$ cat src/rtl/arb_regfile_pkg.sv
package arb_regfile_pkg;

  // Per-cycle write arbitration result
  typedef struct packed {
    logic host_ok;
    logic iop_ok;
    logic collide;
  } wr_arb_t;

endpackage

$ cat src/rtl/arb_regfile_wr_ctrl.sv
module arb_regfile_wr_ctrl
  import arb_regfile_pkg::*;
#(
  parameter int unsigned ADDR_W = 7,
  localparam int unsigned DEPTH = 1 << ADDR_W,
  parameter logic [DEPTH-1:0] HOST_WMASK = '1,
  parameter logic [DEPTH-1:0] IOP_WMASK  = '1
) (
  input  logic [ADDR_W-1:0] host_addr_i,
  input  logic              host_wr_i,
  input  logic [ADDR_W-1:0] iop_addr_i,
  input  logic              iop_req_i,
  input  logic              iop_we_i,
  output wr_arb_t           arb_o
);

  logic host_perm, iop_perm;

  assign host_perm = HOST_WMASK[host_addr_i];
  assign iop_perm  = IOP_WMASK[iop_addr_i];

  always_comb begin
    arb_o.host_ok = host_wr_i & host_perm;
    arb_o.iop_ok  = iop_req_i & iop_we_i & iop_perm;
    arb_o.collide = arb_o.host_ok & arb_o.iop_ok & (host_addr_i == iop_addr_i);
  end

endmodule

$ cat src/rtl/arb_regfile_store.sv
module arb_regfile_store #(
  parameter int unsigned ADDR_W = 7,
  parameter int unsigned DATA_W = 8,
  localparam int unsigned DEPTH = 1 << ADDR_W
) (
  input  logic                          clk_i,
  input  logic                          rst_ni,
  input  logic                          host_we_i,
  input  logic [ADDR_W-1:0]             host_addr_i,
  input  logic [DATA_W-1:0]             host_wdata_i,
  input  logic                          iop_we_i,
  input  logic [ADDR_W-1:0]             iop_addr_i,
  input  logic [DATA_W-1:0]             iop_wdata_i,
  output logic [DEPTH-1:0][DATA_W-1:0]  mem_o
);

  for (genvar i = 0; i < DEPTH; i++) begin : g_loc
    logic host_hit, iop_hit;
    assign host_hit = host_we_i && (host_addr_i == ADDR_W'(i));
    assign iop_hit  = iop_we_i  && (iop_addr_i  == ADDR_W'(i));

    always_ff @(posedge clk_i or negedge rst_ni) begin
      if (!rst_ni)       mem_o[i] <= '0;
      else if (host_hit) mem_o[i] <= host_wdata_i;  // host wins on overlap
      else if (iop_hit)  mem_o[i] <= iop_wdata_i;
    end
  end

endmodule

$ cat src/rtl/arb_regfile_flag.sv
module arb_regfile_flag #(
  parameter int unsigned DATA_W = 8
) (
  input  logic              clk_i,
  input  logic              rst_ni,
  input  logic              iop_req_i,
  input  logic              collide_i,
  output logic [DATA_W-1:0] flag_o
);

  logic coll_q;

  // Recomputed on every processor access
  always_ff @(posedge clk_i or negedge rst_ni) begin
    if (!rst_ni)        coll_q <= 1'b0;
    else if (iop_req_i) coll_q <= collide_i;
  end

  assign flag_o = {{(DATA_W-1){1'b0}}, coll_q};

endmodule

$ cat src/rtl/arb_regfile.sv
module arb_regfile
  import arb_regfile_pkg::*;
#(
  parameter int unsigned ADDR_W = 7,
  parameter int unsigned DATA_W = 8,
  localparam int unsigned DEPTH = 1 << ADDR_W,
  parameter logic [DEPTH-1:0] HOST_WMASK = {64'h0, 64'hFFFF_FFFF_FFFF_FFFF},
  parameter logic [DEPTH-1:0] IOP_WMASK  = {64'hFFFF_FFFF_FFFF_FFFF, 64'hFFFF_FFFF_0000_0000}
) (
  input  logic              clk_i,
  input  logic              rst_ni,
  input  logic [ADDR_W-1:0] host_addr_i,
  input  logic              host_wr_i,
  input  logic [DATA_W-1:0] host_wdata_i,
  output logic [DATA_W-1:0] host_rdata_o,
  input  logic [ADDR_W-1:0] iop_addr_i,
  input  logic              iop_req_i,
  input  logic              iop_we_i,
  input  logic [DATA_W-1:0] iop_wdata_i,
  output logic [DATA_W-1:0] iop_rdata_o,
  output logic [DATA_W-1:0] iop_flag_o
);

  wr_arb_t                       arb;
  logic [DEPTH-1:0][DATA_W-1:0]  mem;

  arb_regfile_wr_ctrl #(
    .ADDR_W     (ADDR_W),
    .HOST_WMASK (HOST_WMASK),
    .IOP_WMASK  (IOP_WMASK)
  ) u_wr_ctrl (
    .host_addr_i (host_addr_i),
    .host_wr_i   (host_wr_i),
    .iop_addr_i  (iop_addr_i),
    .iop_req_i   (iop_req_i),
    .iop_we_i    (iop_we_i),
    .arb_o       (arb)
  );

  arb_regfile_store #(
    .ADDR_W (ADDR_W),
    .DATA_W (DATA_W)
  ) u_store (
    .clk_i        (clk_i),
    .rst_ni       (rst_ni),
    .host_we_i    (arb.host_ok),
    .host_addr_i  (host_addr_i),
    .host_wdata_i (host_wdata_i),
    .iop_we_i     (arb.iop_ok),
    .iop_addr_i   (iop_addr_i),
    .iop_wdata_i  (iop_wdata_i),
    .mem_o        (mem)
  );

  arb_regfile_flag #(
    .DATA_W (DATA_W)
  ) u_flag (
    .clk_i     (clk_i),
    .rst_ni    (rst_ni),
    .iop_req_i (iop_req_i),
    .collide_i (arb.collide),
    .flag_o    (iop_flag_o)
  );

  assign host_rdata_o = mem[host_addr_i];
  assign iop_rdata_o  = mem[iop_addr_i];

endmodule

$ cat config.mk
export PLATFORM = sky130hd
export DESIGN_NAME = arb_regfile
export DESIGN_NICKNAME = d
export VERILOG_FILES = /design/src/rtl/arb_regfile_pkg.sv /design/src/rtl/arb_regfile_wr_ctrl.sv /design/src/rtl/arb_regfile_store.sv /design/src/rtl/arb_regfile_flag.sv /design/src/rtl/arb_regfile.sv
export SDC_FILE = /design/constraint.sdc
export NUM_CORES = 2
export LEC_CHECK = 0
export BUFFER_PORTS_ARGS = -buffer_cell sky130_fd_sc_hd__buf_2
export CORE_ASPECT_RATIO = 1.75
export CORE_MARGIN = 5
export CORE_UTILIZATION = 65
export CTS_CLUSTER_SIZE = 25
export DETAILED_ROUTE_END_ITERATION = 8
export PLACE_DENSITY = 0.8
export SYNTH_ARGS = -nofsm -noshare
export SYNTH_HDL_FRONTEND = slang
export SYNTH_SLANG_ARGS = --single-unit
$ cat constraint.sdc
create_clock -name clk_i -period 5.1 [get_ports clk_i]
set_input_delay 0 -clock clk_i [delete_from_list [all_inputs] [get_ports clk_i]]
set_output_delay 0 -clock clk_i [all_outputs]
set_load 0.01 [all_outputs]
[Word-level counts from Yosys, hierarchy flattened]
Memory sizes are Yosys's and may differ from the RTL's.
Index checks and enable logic that the tools add are counted.
Operators by class
  magnitude comparators: 2
  eq/ne operators: 255
  reduce and logical (&&, ||, !) cells: 386
  bitwise operators: 5
  mux-type cells: 262
Operators by type and width (number)
  $mux 8: 258
  $eq 7x7->1 const B: 128
  $eq 7x6->1 const B: 64
  $logic_and 1x1->1: 256
  $reduce_bool 2->1: 128
  $eq 7x5->1 const B: 32
  $bmux 8 s7: 2
  $eq 7x4->1 const B: 16
  $eq 7x3->1 const B: 8
  $eq 7x2->1 const B: 4
  $lt 7x8->1 const B: 2
  $eq 7x1->1 const B: 2
  $logic_not 7->1: 2
  $eq 7x7->1: 1
  $and 1x1->1: 5
  $mux 1: 2
Word-level totals
  memory bits (read-only): 256
  memories kept: 2
  register bits after elaboration: 1025
  output and inout bits: 24
  bits of input ports: 35
Memories
  (no name shown): words 128, width 1, rd ports 1, clocked after memory_dff 0, wr ports 0, line arb_regfile_wr_ctrl.sv:19  | assign host_perm = HOST_WMASK[host_addr_i];
  (no name shown): words 128, width 1, rd ports 1, clocked after memory_dff 0, wr ports 0, line arb_regfile_wr_ctrl.sv:20  | assign iop_perm = IOP_WMASK[iop_addr_i];

[Depth between registers and ports, before layout]
  depth in word-level cells: 6
  gate-level depth with buffers: 11

[Cells and area by module]
Synthesis repeated with hierarchy kept, for this count alone.
Unflattened totals
  cells, all modules: 7314
  area, all modules: 71257.1 um^2
Modules (own cells, without submodules)
  arb_regfile_store: area each 55025.3 um^2, instances 1, cells each 6452
  arb_regfile: area each 16012.9 um^2, instances 1, cells each 840
  arb_regfile_wr_ctrl: area each 115.1 um^2, instances 1, cells each 11
  arb_regfile_flag: area each 103.8 um^2, instances 1, cells each 11

[Worst setup path before layout]
No wires, ideal clock.
  path type: flip-flop to output port
  from: register u_store.mem_o[375] in the netlist's numbering
  to: output host_rdata_o[7]
  cell stages (with the launch flop): 6
  data arrival time: 1978 ps
  buffers on the path: 0
  required time: 5100 ps
  slack: 3122 ps
  cell sequence: dfrtp_1 > mux4_4 > mux4_2 > o22ai_2 > nor3_1 > o32a_1
On the way
  word-level cells in the longest chain between the ends: 2
RTL lines
  start, declared: line arb_regfile_store.sv:14  | output logic [DEPTH-1:0][DATA_W-1:0] mem_o
  start signal, assigned by index: line arb_regfile_store.sv:24  | else if (host_hit) mem_o[i] <= host_wdata_i;
  start signal, assigned by index: line arb_regfile_store.sv:25  | else if (iop_hit) mem_o[i] <= iop_wdata_i;
  $bmux 8 s7: line arb_regfile.sv:65  | assign host_rdata_o = mem[host_addr_i];
  $mux 8 (not written as such): line arb_regfile.sv:65
  end, declared: line arb_regfile.sv:15  | output logic [DATA_W-1:0] host_rdata_o,
No other way between the ends. The select of a mux whose other input is x is not followed.

[Worst setup path after layout]
  from: input iop_addr_i[1]
  to: output iop_rdata_o[0]
On the way
  word-level cells in the longest chain between the ends: 2
RTL lines
  start, declared: line arb_regfile.sv:16  | input logic [ADDR_W-1:0] iop_addr_i,
  $bmux 8 s7: line arb_regfile.sv:66  | assign iop_rdata_o = mem[iop_addr_i];
  $mux 8 (not written as such): line arb_regfile.sv:66
  end, declared: line arb_regfile.sv:20  | output logic [DATA_W-1:0] iop_rdata_o,
No other way between the ends. The select of a mux whose other input is x is not followed.

==> out/metrics.cfg <==
[hold_path]
hp-class=in2async

[pwr]
p_leak_nw=29.1
p_int_w=0.0141
switchingPower_w=0.00529
p_comb_share_pct=14.2
swShare_pct=27.3
seqPwrFrac_pct=46.7
p_per_area_mw_per_mm2=310
power_w=0.0194
peakVddDrop_uv=316
p_clk_share_pct=39.1

[clocking]
clkTransAtPathRegs_ns=0.07
numCtsBuffers=94
cts_setup_buffers=0
tritoncts=yes
cts_root_buffer=clkbuf_16
h-tree-depth=3
clock-sinks=1025
clockBufferDepth=3
clk_latency_ns=0.69

[final_layout]
layout.cells.non_filler=5552
area_delta_synth_final_pct=6.87
layout-drive-gt1-share_pct=37.5
final_area_mm2=0.0625
nNetsFinal=4322
final_cell_mix=dfrtp_1, mux2_2, mux2i_1
final_common_cell=dfrtp_1

[timing]
maxSlewHeadroom_pct=-1.61
fin_crit_ns=4.50
setup_ws_ns=0.604
report.final.slew_viol_count=2
rsz0062_at_grt=false
hold_viol=0
min_period_over_period_pct=88.2
finClkSkew_ns=0
finalSetupViolations=0
max_freq_ghz=0.222
tightestPinTransition_ns=1.49
fin_tns_setup_ns=0

[yosys]
synthFlopType=dfrtp_1
synth_edf_count=0
synth_top_area_share_pct=43.8
yosysSeqAreaShare_pct=43.8
ys_types=67
avgSynthCellArea_um2=13.2
ys_warn_count=0
yosys-top-cells-area=dfrtp_1, mux4_2, mux2_2
ys_ff_latch=1025
synthArstFlopShare_pct=100
synth_top_area_cell=dfrtp_1
netlist_instances=4421
synth_area_mm2=0.0585

[setup_path]
cp_slowest_stage_delay_ns=0.92
crit_path_start_kind=input port
crit_buf_inv=3
reg2reg_slack_ns=3.90
critPathTopFamily=buffers and inverters
setup.worst_path.class=in2out
cp.arrival_ns=4.50
cp-end-kind=output pin
required_ns=5.10
r2r-end=u_flag.coll_q$_DFFE_PN0P_
cp_slowest_cell=nor3_1
r2r_cells=3
r2r-start=u_flag.coll_q$_DFFE_PN0P_
crit_chain=buf_8, buf_4, mux4_2, mux2i_1, o22ai_1, nor3_1, o22ai_1, buf_2
cp.depth=8
crit_path_frequent_cell=o22ai_1
critPathMaxFanout=71

[outcome]
status=complete, but fails checks
violations=DRC, capacitance limit, slew limit

[global_routing]
grt_use_total_pct=42.0
antenna_found_initial=14
grt_max_degree=161
first_global_vias=42600
overflow=0
grt_pass1_wl_um=295000

[floorplanning]
dieArea_mm2=0.0963
die_h_um=407
core_area_mm2=0.0893
rows=145
io_pins=59
initial_core_util_pct=65.5
dieWidth_um=237

[placed_design]
post-dp-hpwl_um=131000
port_buffers=51
place_congestion=1.07
dp_slack_ns=1.02
place_inst=5355
postPlaceCellArea_mm2=0.0592

[job]
maxCapViolations=2

[routing]
dr.first_iter.drc_count=5727
vias=41700
postRouteAntennaNets=0
wl_per_cell_um=36.2
totalWireLength_um=201000
vias_per_cell=7.51
drc=6
firstDrtPassIters=9

-- what timing repair did --
item | CTS | global route
gates resized for setup | 0 | 0
hold endpoints to repair | 242 | 0
hold buffers | 11 | 0
-- worst reg2reg max path, stage by stage, from the launching register on --
cell and delay (ns):
dfrtp_1 0.38, inv_1 0.05, o21ai_0 0.07, dlygate4sd3_1 0.58
-- layer usage --
metal	track usage, %	vias up	share of wire, %
met5	0.257	-	0.017
met4	37.8	2	13
met3	12.0	1102	10
met2	64.0	2835	46
met1	48.1	21300	32
li1	-	16500	-
-- cell usage after synthesis (59+ instances only) --
cell	n
a22oi_1	59
dfrtp_1	1025
buf_2	61
mux4_2	461
buf_4	61
clkbuf_1	201
nand2_1	386
mux2i_1	487
mux2_2	790
o21ai_0	198
a21oi_1	121
nor2_1	134
-- layout make-up --
class | instances | area (µm²)
Fill cell | 6045 | 26700
Timing Repair Buffer | 165 | 1410
Inverter | 6 | 23.8
Clock buffer | 129 | 2680
Sequential cell | 1025 | 25600
Clock inverter | 41 | 536
Multi-Input combinational cell | 2995 | 30700
Tap cell | 1176 | 1470
Antenna cell | 15 | 37.5
-- state kept, by name, summed over array words and instances (netlist names) --
| name | count |
|---|---|
| u_store.mem_o | 1024 |
| u_flag.coll_q | 1 |
-- how the worst max path moves through the flow --
stage | startpoint | to | slack (ns)
2_1_floorplan | u_store.mem_o[375]$_DFFE_PN0P_ | host_rdata_o[7] | 3.12
3_3_place_gp | iop_addr_i[1] | iop_rdata_o[0] | 0.99
3_5_place_dp | iop_addr_i[1] | iop_rdata_o[0] | 1.02
4_1_cts | u_store.mem_o[244]$_DFFE_PN0P_ | iop_rdata_o[4] | 0.99
5_1_grt | iop_addr_i[1] | iop_rdata_o[0] | 0.47
6_report | iop_addr_i[1] | iop_rdata_o[0] | 0.60
-- cell families (layout without fill, tap and decap cells) --
family	Yosys count	in the layout	share of synthesized area [%]
other	1	22	0.00641
flip-flops	1025	1025	43.8
AND/OR/NAND/NOR	727	727	5.60
XOR/XNOR	5	5	0.0749
AO/OA/AOI/OAI	513	513	5.25
multiplexers	1743	1743	41.5
buffers and inverters	407	341	3.73
-- power by group through the flow --
stage / Combinational (W) / Sequential, W / Clock [W]
after floorplan: 0.00177 / 0.00903 / 0
after CTS: 0.00265 / 0.00903 / 0.00758
after detailed placement: 0.00263 / 0.00918 / 0
after global routing: 0.00286 / 0.00910 / 0.00791
final: 0.00275 / 0.00905 / 0.00757
after global placement: 0.00258 / 0.00914 / 0
-- metrics by stage --
step           utilization (%)  hold slack [ns]
2_1_floorplan                -           -0.296
3_3_place_gp              66.3            0.166
3_5_place_dp              66.3            0.156
4_1_cts                   70.0         0.000522
5_1_grt                   70.0           0.0246
6_report                  70.0          0.00190
(Power assumes the default switching activity.)
